## config.mk

```make
export PLATFORM = sky130hd
export DESIGN_NAME = tdStatusUnit
export DESIGN_NICKNAME = d
export VERILOG_FILES = /design/src/rtl/tdStatusPkg.sv /design/src/rtl/tdTokenDecode.sv /design/src/rtl/tdStatusCtrl.sv /design/src/rtl/tdStatusPath.sv /design/src/rtl/tdStatusUnit.sv
export SDC_FILE = /design/constraint.sdc
export NUM_CORES = 1
export LEC_CHECK = 0
export ABC_AREA = 0
export BUFFER_PORTS_ARGS = -buffer_cell sky130_fd_sc_hd__buf_2
export CORE_MARGIN = 5
export CORE_UTILIZATION = 50
export CTS_BUF_LIST = sky130_fd_sc_hd__clkbuf_8
export CTS_CLUSTER_DIAMETER = 120
export DETAILED_ROUTE_END_ITERATION = 7
export HOLD_SLACK_MARGIN = 0.05
export PLACE_DENSITY = 0.83
export SETUP_SLACK_MARGIN = 0.15
export SLEW_MARGIN = 20
export SYNTH_ARGS = -nofsm -noshare
export SYNTH_HDL_FRONTEND = slang
export SYNTH_SLANG_ARGS = --single-unit
```

## constraint.sdc

```tcl
create_clock -name clk -period 1.8 [get_ports clk]
set_clock_uncertainty 0.15 [all_clocks]
set_input_delay 0.45 -clock clk [delete_from_list [all_inputs] [get_ports clk]]
set_output_delay 0.45 -clock clk [all_outputs]
set_load 0.05 [all_outputs]
```

## src/rtl/tdStatusPkg.sv

```systemverilog
package tdStatusPkg;
  localparam int CW_W    = 32;
  localparam int LEN_W   = 11;
  localparam int BYTE_W  = LEN_W + 1;
  localparam int ERR_W   = 2;
  localparam int CAUSE_W = 4;

  localparam int BIT_SPD   = 29;
  localparam int ERR_LO    = 27;
  localparam int ERR_HI    = ERR_LO + ERR_W - 1;
  localparam int BIT_ISO   = 25;
  localparam int BIT_IOC   = 24;
  localparam int BIT_ACT   = 23;
  localparam int BIT_STALL = 22;
  localparam int BIT_BAB   = 20;
  localparam int BIT_NAK   = 19;
  localparam int BIT_TO    = 18;

  localparam int TOK_MAX_LO = 21;
  localparam int TOK_EP_LO  = 15;
  localparam int TOK_EP_W   = 4;
  localparam int TOK_AD_LO  = 8;
  localparam int TOK_AD_W   = 7;
  localparam int PID_W      = 8;

  localparam logic [PID_W-1:0] PID_SETUP = 8'h2D;
  localparam logic [PID_W-1:0] PID_IN    = 8'h69;
  localparam logic [PID_W-1:0] PID_OUT   = 8'hE1;

  localparam int CZ_DONE  = 0;
  localparam int CZ_SHORT = 1;
  localparam int CZ_XERR  = 2;
  localparam int CZ_PROC  = 3;

  typedef enum logic [2:0] {
    OC_DATA, OC_STALL, OC_BABBLE, OC_NAK, OC_TIMEOUT, OC_PEND, OC_RSV6, OC_RSV7
  } outcome_e;

  typedef enum logic [1:0] {
    RES_DONE, RES_SKIP, RES_PEND, RES_FATAL
  } result_e;

  typedef struct packed {
    logic active;
    logic iso;
    logic ioc;
    logic spd;
    logic pidOk;
    logic pidIn;
    logic pidSetup;
    logic overMax;
    logic underMax;
    logic errZero;
    logic errOne;
  } tdFlags_t;

  typedef struct packed {
    logic               load;
    logic               clrActive;
    logic               clrNak;
    logic               setStall;
    logic               setBabble;
    logic               setNak;
    logic               setTimeout;
    logic               wrLen;
    logic               decErr;
    logic [CAUSE_W-1:0] cause;
    result_e            result;
  } tdStrobe_t;
endpackage

```

## src/rtl/tdTokenDecode.sv

```systemverilog
module tdTokenDecode
  import tdStatusPkg::*;
(
  input  logic [CW_W-1:0]     token,
  output logic [PID_W-1:0]    pid,
  output logic [TOK_AD_W-1:0] devAddr,
  output logic [TOK_EP_W-1:0] endp,
  output logic [LEN_W-1:0]    maxLen,
  output logic                pidOk,
  output logic                pidIn,
  output logic                pidSetup
);
  logic unusedTokBits;

  assign pid      = token[PID_W-1:0];
  assign devAddr  = token[TOK_AD_LO +: TOK_AD_W];
  assign endp     = token[TOK_EP_LO +: TOK_EP_W];
  // length field is encoded as n-1; all-ones wraps to a zero-byte transfer
  assign maxLen   = token[TOK_MAX_LO +: LEN_W] + LEN_W'(1);
  assign pidIn    = (pid == PID_IN);
  assign pidSetup = (pid == PID_SETUP);
  assign pidOk    = pidIn || pidSetup || (pid == PID_OUT);
  assign unusedTokBits = ^token[TOK_MAX_LO-1:TOK_EP_LO+TOK_EP_W];
endmodule

```

## src/rtl/tdStatusCtrl.sv

```systemverilog
module tdStatusCtrl
  import tdStatusPkg::*;
(
  input  logic      clk,
  input  logic      rst_n,
  input  logic      inValid,
  input  logic      outReady,
  input  tdFlags_t  flags,
  input  outcome_e  kind,
  output logic      inReady,
  output logic      outValid,
  output tdStrobe_t strobe
);
  logic doBabble;
  logic doError;

  assign inReady = !outValid || outReady;

  always_ff @(posedge clk or negedge rst_n) begin
    if (!rst_n)           outValid <= 1'b0;
    else if (strobe.load) outValid <= 1'b1;
    else if (outReady)    outValid <= 1'b0;
  end

  always_comb begin
    strobe        = '0;
    strobe.result = RES_SKIP;
    strobe.load   = inValid && inReady;
    doBabble      = 1'b0;
    doError       = 1'b0;

    if (!flags.active) begin
      strobe.result = RES_SKIP;
    end else if (!flags.pidOk) begin
      strobe.cause[CZ_PROC] = 1'b1;
      strobe.result         = RES_FATAL;
    end else if (kind == OC_PEND) begin
      strobe.result = RES_PEND;
    end else begin
      strobe.clrActive = flags.iso;
      unique case (kind)
        OC_DATA: begin
          if (flags.pidIn && flags.overMax) begin
            doBabble = 1'b1;
          end else begin
            strobe.wrLen          = 1'b1;
            strobe.clrActive      = 1'b1;
            strobe.clrNak         = 1'b1;
            strobe.cause[CZ_DONE] = flags.ioc;
            if (flags.spd && flags.underMax) begin
              strobe.cause[CZ_SHORT] = 1'b1;
              strobe.result          = RES_SKIP;
            end else begin
              strobe.result = RES_DONE;
            end
          end
        end
        OC_STALL: begin
          strobe.setStall  = 1'b1;
          strobe.clrActive = 1'b1;
          strobe.result    = RES_SKIP;
        end
        OC_BABBLE: doBabble = 1'b1;
        OC_NAK: begin
          strobe.setNak = 1'b1;
          if (flags.pidSetup) doError = 1'b1;
          else                strobe.result = RES_SKIP;
        end
        default: doError = 1'b1;
      endcase

      if (doBabble) begin
        strobe.setBabble = 1'b1;
        strobe.setStall  = 1'b1;
        strobe.clrActive = 1'b1;
        strobe.result    = RES_FATAL;
      end

      if (doError) begin
        strobe.setTimeout = 1'b1;
        strobe.result     = RES_SKIP;
        if (!flags.errZero) begin
          strobe.decErr = 1'b1;
          if (flags.errOne) begin
            strobe.clrActive      = 1'b1;
            strobe.cause[CZ_XERR] = 1'b1;
            strobe.cause[CZ_DONE] = flags.ioc;
          end
        end
      end
    end
  end
endmodule

```

## src/rtl/tdStatusPath.sv

```systemverilog
module tdStatusPath
  import tdStatusPkg::*;
(
  input  logic                clk,
  input  logic                rst_n,
  input  logic [CW_W-1:0]     inCtrl,
  input  logic [CW_W-1:0]     inToken,
  input  logic [BYTE_W-1:0]   inLen,
  input  tdStrobe_t           strobe,
  output tdFlags_t            flags,
  output logic [CW_W-1:0]     outCtrl,
  output logic [CAUSE_W-1:0]  outCause,
  output result_e             outResult,
  output logic [PID_W-1:0]    outPid,
  output logic [TOK_AD_W-1:0] outAddr,
  output logic [TOK_EP_W-1:0] outEndp,
  output logic [LEN_W-1:0]    outMaxLen,
  output logic                outBadPid
);
  logic [PID_W-1:0]    decPid;
  logic [TOK_AD_W-1:0] decAddr;
  logic [TOK_EP_W-1:0] decEndp;
  logic [LEN_W-1:0]    decMax;
  logic                decPidOk;
  logic                decPidIn;
  logic                decPidSetup;
  logic [ERR_W-1:0]    errCnt;
  logic [LEN_W-1:0]    lenMinusOne;
  logic [CW_W-1:0]     nextCtrl;

  tdTokenDecode u_dec (
    .token    (inToken),
    .pid      (decPid),
    .devAddr  (decAddr),
    .endp     (decEndp),
    .maxLen   (decMax),
    .pidOk    (decPidOk),
    .pidIn    (decPidIn),
    .pidSetup (decPidSetup)
  );

  assign errCnt      = inCtrl[ERR_HI:ERR_LO];
  assign lenMinusOne = inLen[LEN_W-1:0] - LEN_W'(1);

  always_comb begin
    flags.active   = inCtrl[BIT_ACT];
    flags.iso      = inCtrl[BIT_ISO];
    flags.ioc      = inCtrl[BIT_IOC];
    flags.spd      = inCtrl[BIT_SPD];
    flags.pidOk    = decPidOk;
    flags.pidIn    = decPidIn;
    flags.pidSetup = decPidSetup;
    flags.overMax  = inLen > {1'b0, decMax};
    flags.underMax = inLen < {1'b0, decMax};
    flags.errZero  = (errCnt == '0);
    flags.errOne   = (errCnt == ERR_W'(1));
  end

  always_comb begin
    nextCtrl = inCtrl;
    if (strobe.wrLen)      nextCtrl[LEN_W-1:0]     = lenMinusOne;
    if (strobe.decErr)     nextCtrl[ERR_HI:ERR_LO] = errCnt - ERR_W'(1);
    if (strobe.setStall)   nextCtrl[BIT_STALL]     = 1'b1;
    if (strobe.setBabble)  nextCtrl[BIT_BAB]       = 1'b1;
    if (strobe.setTimeout) nextCtrl[BIT_TO]        = 1'b1;
    if (strobe.setNak)     nextCtrl[BIT_NAK]       = 1'b1;
    if (strobe.clrNak)     nextCtrl[BIT_NAK]       = 1'b0;
    if (strobe.clrActive)  nextCtrl[BIT_ACT]       = 1'b0;
  end

  always_ff @(posedge clk or negedge rst_n) begin
    if (!rst_n) begin
      outCtrl   <= '0;
      outCause  <= '0;
      outResult <= RES_DONE;
      outPid    <= '0;
      outAddr   <= '0;
      outEndp   <= '0;
      outMaxLen <= '0;
      outBadPid <= 1'b0;
    end else if (strobe.load) begin
      outCtrl   <= nextCtrl;
      outCause  <= strobe.cause;
      outResult <= strobe.result;
      outPid    <= decPid;
      outAddr   <= decAddr;
      outEndp   <= decEndp;
      outMaxLen <= decMax;
      outBadPid <= !decPidOk;
    end
  end
endmodule

```

## src/rtl/tdStatusUnit.sv

```systemverilog
module tdStatusUnit
  import tdStatusPkg::*;
(
  input  logic                clk,
  input  logic                rst_n,
  input  logic                inValid,
  output logic                inReady,
  input  logic [CW_W-1:0]     inCtrl,
  input  logic [CW_W-1:0]     inToken,
  input  logic [2:0]          inKind,
  input  logic [BYTE_W-1:0]   inLen,
  output logic                outValid,
  input  logic                outReady,
  output logic [CW_W-1:0]     outCtrl,
  output logic [CAUSE_W-1:0]  outCause,
  output logic [1:0]          outResult,
  output logic [PID_W-1:0]    outPid,
  output logic [TOK_AD_W-1:0] outAddr,
  output logic [TOK_EP_W-1:0] outEndp,
  output logic [LEN_W-1:0]    outMaxLen,
  output logic                outBadPid
);
  tdFlags_t  flags;
  tdStrobe_t strobe;
  result_e   resultReg;

  tdStatusCtrl u_ctrl (
    .clk      (clk),
    .rst_n    (rst_n),
    .inValid  (inValid),
    .outReady (outReady),
    .flags    (flags),
    .kind     (outcome_e'(inKind)),
    .inReady  (inReady),
    .outValid (outValid),
    .strobe   (strobe)
  );

  tdStatusPath u_path (
    .clk       (clk),
    .rst_n     (rst_n),
    .inCtrl    (inCtrl),
    .inToken   (inToken),
    .inLen     (inLen),
    .strobe    (strobe),
    .flags     (flags),
    .outCtrl   (outCtrl),
    .outCause  (outCause),
    .outResult (resultReg),
    .outPid    (outPid),
    .outAddr   (outAddr),
    .outEndp   (outEndp),
    .outMaxLen (outMaxLen),
    .outBadPid (outBadPid)
  );

  assign outResult = resultReg;
endmodule

```

==> results.py, run 1 <==
metrics = {
    "cells_and_area": {
        "post-route-util": 0.811,
        "synthToLayoutAreaGrowth_pct": 58.6,
        "drive_gt1_frac": 0.482,
        "final_cell_mix": "139 x nand2_1, 139 x buf_2, 70 x buf_4",
        "stdcell_area_mm2": 0.00588,
        "final_nets": 739,
        "diodes": 0,
    },
    "clock_network": {
        "insertion_delay_ns": 0.34,
        "clockRootBuffer": "clkbuf_8",
        "cts.reportedPaths.clkPinSlew_ns": 0.09,
        "clk_path_buf_depth": 2,
        "cts_sinks": 70,
        "cts_made_buffers": 9,
        "htreeDepth": 3,
        "cts_tree": "built",
    },
    "global_routing": {
        "grt_pass1_vias": 4118,
        "grt_max_degree": 36,
        "antenna_found_initial": 0,
        "grt_usage": 0.263,
        "grt_pass1_wl_um": 18600,
        "grt_overflow": 0,
    },
    "critical_path": {
        "worstSetupEndpointType": "register",
        "required_ns": 1.90,
        "crit_type": "input pin to register",
        "cp.arrival_ns": 2.79,
        "cpPeakStageDelay_ns": 0.33,
        "worstPathMaxFanout": 7,
        "worstPathCellList": "buf_8 > nand3_4 > buf_4 > nor2_2 > buf_4 > xnor2_2 > ha_1 > nand4_1 > nor2_2 > o21ai_2 > a21boi_4 > buf_12 > buf_12 > nor3_2 > o31ai_1",
        "crit_slowest_cell": "ha_1",
        "critPathBufInv": 5,
        "worstSetupPathDepth": 15,
        "rr_worst_depth": 5,
        "worstSetupStartpointType": "input pin",
        "cp_top_family": "buffers and inverters",
    },
    "sta": {
        "setup_tns_ns": -14.76,
        "min_period_ns": 2.69,
        "slew_headroom": 0.748,
        "tightest_slew_ns": 0.377,
        "timing.fmax_mhz": 372,
        "layout_setup_ws_ns": -0.889,
        "slew_viol_final": 0,
        "hold_violations": 0,
        "hold_slack_ns": 0.134,
        "setup_violations": 18,
        "fin_crit_sh": 1.49,
        "rsz0062_at_grt": "true",
    },
    "place": {
        "post_dp_cell_area_mm2": 0.00518,
        "gp_congestion": 0.902,
        "io_buffer_count": 151,
        "post-dp-hpwl_um": 8900,
    },
    "synthesis": {
        "syn-num-nets": 511,
        "yosysSeqAreaShare": 0.472,
        "synth.distinct_cells": 55,
        "ys_ff_latch": 70,
        "ys_warn_count": 0,
        "avgSynthCellArea_um2": 9.00,
        "ys_async_sr_fraction": 1.00,
        "syn_area_mm2": 0.00371,
        "synth-edff-count": 0,
        "yosys_most_used_dff": "dfrtp_1",
        "netlist_instances": 412,
    },
    "pwr": {
        "p_comb_frac": 0.347,
        "p_switching_mw": 1.99,
        "power_density_mw_per_mm2": 869,
        "leakage_nw": 3.00,
        "ir_drop_mv": 0.441,
        "pwr-share-seq": 0.367,
        "p_int_mw": 3.13,
        "total_power_mw": 5.11,
        "switching_share": 0.388,
        "power_frac_clock": 0.286,
    },
    "status": {
        "violations": "negative setup slack",
        "outcome": "complete, but fails checks",
    },
    "floorplan": {
        "rows": 31,
        "ios": 154,
        "coreArea_mm2": 0.00725,
        "die_h_um": 96.1,
        "fp.dieW_um": 96.1,
        "dieArea_mm2": 0.00924,
        "start_util": 0.511,
    },
    "detailed_routing": {
        "wirelength_um": 12300,
        "drtIter0Drc": 130,
        "drt_pass1_iterations": 4,
        "vias": 3902,
        "vias_per_cell": 5.24,
        "ant_nets": 0,
        "drc": 0,
        "wl_per_cell_um": 16.5,
    },
    "min_path": {
        "hold_path.class": "input pin to register",
        "whs_path_depth": 3,
    },
    "flow_run": {
        "cap_violations": 0,
    },
}
## through the flow
stage,worst slack (ns),std cells
after detailed placement,-1.28,706
final,-0.889,744
after CTS,-0.777,739
after global placement,-1.11,706
after floorplan,-0.805,412
after global routing,-0.976,744
## sequential cells by signal (all words and copies together) (netlist names)
signal	count
u_path.outCtrl	32
u_path.outMaxLen	11
u_path.outPid	8
u_path.outAddr	7
u_path.outCause	4
u_path.outEndp	4
u_path.outResult	2
u_ctrl.outValid	1
u_path.outBadPid	1
## worst paths after layout
path	from	slack (ns)	endpoint
min in group asynchronous	rst_n	0.39	u_path.outCtrl[13]$_DFFE_PN0P_
max reg2reg	u_ctrl.outValid$_DFFE_PN0P_	0.30	u_path.outResult[0]$_DFFE_PN0P_
min reg2reg	u_path.outCtrl[24]$_DFFE_PN0P_	0.32	u_path.outCtrl[24]$_DFFE_PN0P_
max	inToken[25]	-0.89	u_path.outCtrl[9]$_DFFE_PN0P_
max in group asynchronous	rst_n	0.59	u_ctrl.outValid$_DFFE_PN0P_
min	inToken[4]	0.13	u_path.outPid[4]$_DFFE_PN0P_
## power by group through the flow
stage | clock, mW | sequential [mW] | combinational [mW]
after floorplan | 0 | 2.61 | 0.382
after global placement | 0 | 1.89 | 1.65
after detailed placement | 0 | 1.90 | 1.69
after CTS | 1.48 | 1.87 | 1.75
after global routing | 1.56 | 1.90 | 1.88
final | 1.46 | 1.88 | 1.78
## metal layers
layer	up-vias	GRT usage	share of wire
li1	1857	-	-
met4	0	0.0900	0.024
met3	29	0.0727	0.084
met5	-	0	0
met2	160	0.485	0.52
met1	1856	0.286	0.38
## synthesized netlist by cell type (6+ instances only)
library cell | number | area [µm²]
nor2_1 | 16 | 60.1
dfrtp_1 | 70 | 1750
inv_1 | 9 | 33.8
nand2_1 | 142 | 533
ha_1 | 16 | 200
o21ai_0 | 21 | 105
a21oi_1 | 9 | 45.0
xor2_1 | 6 | 52.6
nand3_1 | 10 | 50.1
clkbuf_1 | 12 | 45.0
nor3_1 | 8 | 40.0
xnor2_1 | 14 | 123
## repair_timing
item	in CTS	in global routing
buffers inserted	16	5
cloned	0	0
resized for setup	41	22
hold buffers	1	0
pin swaps	35	14
endpoints found under the setup margin	22	25
hold endpoints to repair	22	0
## worst reg2reg max path: cells and delay by family, from the launching register on
| kind | cells | cell delay (ns) |
|---|---|---|
| DFF | 1 | 0.43 |
| and+or+nand+nor | 2 | 0.38 |
| AOI/OAI and AO/OA | 2 | 0.26 |
| buffers and inverters | 1 | 0.20 |
## final cells by class
type | instances | area (µm²)
multi-input cells | 312 | 2100
well taps | 99 | 124
clock inverters | 6 | 93.8
fillers | 467 | 1370
inverters | 9 | 33.8
flip-flops and latches | 70 | 1750
repair buffers | 238 | 1640
clock buffers | 10 | 138
## logic make-up (layout without fill, tap and decap cells)
group | Yosys count | count (layout) | synth area share
flops | 70 | 70 | 0.472
mux | 3 | 3 | 0.00843
compound gates | 67 | 67 | 0.127
xor+xnor | 20 | 20 | 0.0472
buf+inv | 30 | 263 | 0.0357
fa+ha+maj | 16 | 16 | 0.0540
simple gates | 206 | 206 | 0.256
(Power assumes the default switching activity.)
==> run 2, diff against run 1 <==
Settings changed: CORE_UTILIZATION 50 to 48, CTS_BUF_LIST sky130_fd_sc_hd__clkbuf_8 to sky130_fd_sc_hd__clkbuf_8 sky130_fd_sc_hd__clkbuf_16, PLACE_DENSITY 0.83 to 0.8.
==> results.py, run 2 (synthesis results as in run 1) <==
metrics = {
    "global_routing": {
        "grt_usage": 0.238,
        "grt_overflow": 0,
        "grt_pass1_wl_um": 18600,
        "grt_max_degree": 48,
        "grt_pass1_vias": 3973,
        "antenna_found_initial": 0,
    },
    "clock_network": {
        "insertion_delay_ns": 0.33,
        "cts_tree": "built",
        "clk_path_buf_depth": 2,
        "htreeDepth": 3,
        "cts_made_buffers": 9,
        "clockRootBuffer": "clkbuf_8",
        "cts.reportedPaths.clkPinSlew_ns": 0.08,
        "cts_sinks": 70,
    },
    "status": {
        "outcome": "complete, but fails checks",
        "violations": "negative setup slack",
    },
    "detailed_routing": {
        "vias_per_cell": 5.22,
        "vias": 3867,
        "ant_nets": 0,
        "drc": 0,
        "wirelength_um": 11600,
        "drt_pass1_iterations": 4,
        "wl_per_cell_um": 15.7,
        "drtIter0Drc": 168,
    },
    "floorplan": {
        "start_util": 0.488,
        "die_h_um": 97.9,
        "fp.dieW_um": 97.9,
        "dieArea_mm2": 0.00959,
        "rows": 32,
        "coreArea_mm2": 0.00761,
        "ios": 154,
    },
    "flow_run": {
        "cap_violations": 0,
    },
    "cells_and_area": {
        "regMostFlops": "u_path.outCtrl",
        "final_cell_mix": "139 x nand2_1, 138 x buf_2, 72 x buf_4",
        "top_regs": "u_path.outCtrl: 32 flops, u_path.outMaxLen: 11 flops, u_path.outPid: 8 flops",
        "drive_gt1_frac": 0.477,
        "synthToLayoutAreaGrowth_pct": 56.3,
        "fin_cells": 741,
        "final_common_cell": "nand2_1",
        "seq_area_mm2": 0.00175,
        "diodes": 0,
        "final_nets": 733,
        "largest_reg_flops": 32,
        "final.fill_count": 566,
        "multi_input_area_mm2": 0.00210,
    },
    "pwr": {
        "p_int_mw": 3.29,
        "p_comb_frac": 0.336,
        "leakage_nw": 2.97,
        "power_frac_clock": 0.303,
        "power_density_mw_per_mm2": 897,
        "switching_share": 0.368,
        "pwr-share-seq": 0.361,
        "p_switching_mw": 1.92,
        "ir_drop_mv": 0.481,
        "total_power_mw": 5.20,
    },
    "sta": {
        "layout_setup_ws_ns": -0.735,
        "rsz0062_at_grt": "true",
        "slew_viol_final": 0,
        "tightest_slew_ns": 0.322,
        "fin_crit_sh": 1.41,
        "slew_headroom": 0.785,
        "setup_violations": 18,
        "min_period_ns": 2.53,
        "hold_violations": 0,
        "timing.fmax_mhz": 394,
    },
    "min_path": {
        "hold_path.class": "input pin to register",
    },
    "place": {
        "io_buffer_count": 151,
        "gp_congestion": 0.867,
        "post-dp-hpwl_um": 8780,
        "dp_cells": 709,
    },
    "critical_path": {
        "cp.arrival_ns": 2.61,
        "worstPathMaxFanout": 5,
        "worstSetupStartpointType": "input pin",
        "worstSetupEndpointType": "register",
        "crit_type": "input pin to register",
        "required_ns": 1.87,
    },
}
==> run 2: power by group through the flow <==
stage          Sequential (mW)  Combinational (mW)  Clock (mW)
2_1_floorplan             2.61               0.382           0
3_3_place_gp              1.90                1.64           0
3_5_place_dp              1.90                1.68           0
4_1_cts                   1.88                1.73        1.61
5_1_grt                   1.90                1.86        1.70
6_report                  1.88                1.75        1.58
==> run 2: through the flow <==
step	worst slack, ns	utilization	hold WS, ns	TNS [ns]	instance area [µm²]
2_1_floorplan	-0.805	-	0.00441	-12.58	3840
3_3_place_gp	-1.10	0.676	0.204	-20.41	5150
3_5_place_dp	-1.25	0.676	0.214	-22.38	5150
4_1_cts	-0.675	0.747	0.127	-10.81	5680
5_1_grt	-0.868	0.762	0.124	-14.09	5800
6_report	-0.735	0.762	0.145	-12.14	5800
==> run 2: path summary, 6_finish.rpt <==
check / from / to / slack (ns) / cells past startpoint
max: inToken[21] / u_path.outResult[0]$_DFFE_PN0P_ / -0.73 / 15
min reg2reg: u_path.outCause[2]$_DFFE_PN0P_ / u_path.outCause[2]$_DFFE_PN0P_ / 0.32 / 2
min: inToken[4] / u_path.outPid[4]$_DFFE_PN0P_ / 0.14 / 3
max in group asynchronous: rst_n / u_path.outCtrl[20]$_DFFE_PN0P_ / 0.59 / 3
max reg2reg: u_ctrl.outValid$_DFFE_PN0P_ / u_path.outCause[2]$_DFFE_PN0P_ / 0.29 / 5
min in group asynchronous: rst_n / u_path.outCause[3]$_DFFE_PN0P_ / 0.40 / 2
==> run 2: critical path: stages <==
cell and delay [ns]:
buf_8 0.11, ha_4 0.16, nand2_4 0.09, nor2_4 0.04, buf_6 0.11, xnor2_2 0.13
ha_1 0.22, a211o_1 0.29, a21oi_2 0.15, o21a_2 0.19, buf_4 0.12, a21boi_4 0.07
buf_6 0.14, nor4b_2 0.24, o21ai_1 0.09
==> run 2: area by class of cell <==
cell class	count	share of cell area
flip-flops and latches	70	0.302
multi-input cells	312	0.363
repair buffers	232	0.263
inverters	9	0.00583
clock buffers	11	0.0261
clock inverters	5	0.0179
well taps	102	0.0220
==> run 2: layer usage <==
metal | vias up | routed length, µm | track usage
li1 | 1844 | - | -
met1 | 1843 | 4650 | 0.283
met2 | 158 | 5880 | 0.409
met3 | 22 | 862 | 0.0686
met4 | 0 | 246 | 0.0852
met5 | - | 0 | 0
==> run 2: what timing repair did <==
action,in CTS,in global routing
hold buffers,1,0
setup endpoints to repair,22,22
cloned,0,0
pin swaps,31,20
hold endpoints to repair,17,0
gates resized for setup,41,19
buffers inserted,12,3
==> run 3, diff against run 2 <==
Settings changed: PLACE_DENSITY 0.8 to not set, PLACE_DENSITY_LB_ADDON set to 0.05.
==> results.py, run 3 (synthesis results as in run 1) <==
metrics = {
    "sta": {
        "layout_setup_ws_ns": -0.705,
        "min_period_ns": 2.51,
        "hold_violations": 0,
        "slew_headroom": 0.777,
        "tightest_slew_ns": 0.334,
        "hold_slack_ns": 0.144,
        "setup_violations": 18,
        "rsz0062_at_grt": "true",
        "slew_viol_final": 0,
        "timing.fmax_mhz": 399,
        "fin_crit_sh": 1.39,
    },
    "pwr": {
        "leakage_nw": 2.94,
        "power_density_mw_per_mm2": 868,
        "ir_drop_mv": 0.431,
    },
    "place": {
        "gp_congestion": 0.872,
        "io_buffer_count": 151,
        "dp_cells": 707,
        "dp_slack_ns": -1.29,
        "post-dp-hpwl_um": 8460,
        "post_dp_cell_area_mm2": 0.00514,
    },
    "global_routing": {
        "grt_pass1_vias": 3953,
        "grt_usage": 0.241,
        "grt_max_degree": 39,
        "grt_pass1_wl_um": 18900,
        "antenna_found_initial": 0,
        "grt_overflow": 0,
    },
    "clock_network": {
        "insertion_delay_ns": 0.33,
        "cts_sinks": 70,
        "cts_made_buffers": 9,
        "htreeDepth": 3,
        "cts_tree": "built",
        "cts.reportedPaths.clkPinSlew_ns": 0.08,
        "clk_path_buf_depth": 2,
        "clockRootBuffer": "clkbuf_8",
    },
    "cells_and_area": {
        "multi_input_area_mm2": 0.00213,
        "final.fill_count": 568,
        "drive_gt1_frac": 0.466,
        "final_nets": 728,
        "final_common_cell": "buf_2",
        "final_cell_mix": "141 x buf_2, 140 x nand2_1, 69 x dfrtp_1",
        "diodes": 0,
        "regMostFlops": "u_path.outCtrl",
        "fin_cells": 735,
        "seq_area_mm2": 0.00175,
        "largest_reg_flops": 32,
        "top_regs": "u_path.outCtrl: 32 flops, u_path.outMaxLen: 11 flops, u_path.outPid: 8 flops",
        "synthToLayoutAreaGrowth_pct": 55.0,
        "stdcell_area_mm2": 0.00575,
    },
    "floorplan": {
        "fp.dieW_um": 97.9,
        "rows": 32,
        "dieArea_mm2": 0.00959,
        "die_h_um": 97.9,
        "ios": 154,
        "coreArea_mm2": 0.00761,
        "start_util": 0.488,
    },
    "detailed_routing": {
        "drt_pass1_iterations": 4,
        "wirelength_um": 11600,
        "drtIter0Drc": 106,
        "vias_per_cell": 5.07,
        "vias": 3726,
        "ant_nets": 0,
        "wl_per_cell_um": 15.7,
        "drc": 0,
    },
    "min_path": {
        "hold_path.class": "input pin to register",
    },
    "critical_path": {
        "worstSetupStartpointType": "input pin",
        "crit_slowest_cell": "ha_1",
        "cpPeakStageDelay_ns": 0.28,
        "worstPathCellList": "buf_2 > buf_4 > nand2_4 > nor2_4 > nand3_2 > xor2_2 > ha_1 > nand4b_1 > nor2_2 > o21ai_2 > a21boi_4 > buf_12 > nor3_2 > o31ai_1",
        "required_ns": 1.89,
        "worstPathMaxFanout": 13,
        "worstSetupEndpointType": "register",
        "cp.arrival_ns": 2.59,
        "crit_type": "input pin to register",
    },
    "flow_run": {
        "cap_violations": 0,
    },
    "status": {
        "violations": "negative setup slack",
        "outcome": "complete, but fails checks",
    },
}
[run 3: cell count changes in the layout (fill, tap and decap cells not counted), sizes merged]
cell	previous run	this run
inv	10	9
clkinv	1	4
clkbuf	12	9
bufinv	3	2
buf	230	226
[run 3: layout make-up]
cell class	count	share of cell area
inverters	9	0.00587
multi-input cells	312	0.370
clock buffers	9	0.0215
well taps	102	0.0222
clock inverters	6	0.0152
flip-flops and latches	70	0.305
repair buffers	227	0.260
[run 3: report_power, final]
group	total (mW)	leakage [nW]	internal (mW)	switching [mW]
combinational	1.75	1.98	0.511	1.24
sequential	1.87	0.855	1.77	0.103
clock	1.37	0.109	0.773	0.600
total	4.99	2.94	3.05	1.94
[run 3: final timing paths]
path | startpoint | endpoint | slack (ns) | cells after the start
worst max register to register | u_ctrl.outValid$_DFFE_PN0P_ | u_path.outResult[0]$_DFFE_PN0P_ | 0.31 | 5
max in group asynchronous | rst_n | u_ctrl.outValid$_DFFE_PN0P_ | 0.53 | 3
worst min register to register | u_path.outCause[1]$_DFFE_PN0P_ | u_path.outCause[1]$_DFFE_PN0P_ | 0.32 | 2
min in group asynchronous | rst_n | u_path.outCtrl[14]$_DFFE_PN0P_ | 0.40 | 2
worst max-delay path | inToken[23] | u_path.outCtrl[9]$_DFFE_PN0P_ | -0.71 | 14
worst min-delay path | inToken[4] | u_path.outPid[4]$_DFFE_PN0P_ | 0.14 | 3
[run 3: per-layer routing]
| metal | up-vias | routed length [µm] | global-route usage |
|---|---|---|---|
| met5 | - | 0 | 0 |
| met4 | 0 | 210 | 0.0756 |
| met3 | 22 | 780 | 0.0471 |
| met2 | 131 | 5780 | 0.425 |
| met1 | 1739 | 4810 | 0.299 |
| li1 | 1834 | - | - |
[run 3: worst max-delay path: cells and delay by family]
kind / cells / cell delay, ns
AOI/OAI and AO/OA: 3 / 0.60
xor gates and xnor gates: 1 / 0.17
adders and majority gates: 1 / 0.28
buffers and inverters: 3 / 0.44
and+or+nand+nor: 6 / 0.64
[run 3: through the flow]
stage	utilization	power (mW)	setup TNS, ns
after floorplan	-	2.99	-12.58
after global placement	0.676	3.54	-21.06
after detailed placement	0.676	3.57	-23.01
after CTS	0.742	4.99	-10.70
after global routing	0.756	5.23	-13.48
final	0.756	4.99	-11.37
[run 3: timing repair]
item                                   CTS  global route
gates resized for setup                 46            13
setup endpoints to repair               24            23
hold buffers                             1             0
buffers inserted                         9             3
pin swaps                               26            10
endpoints found under the hold margin   23             0
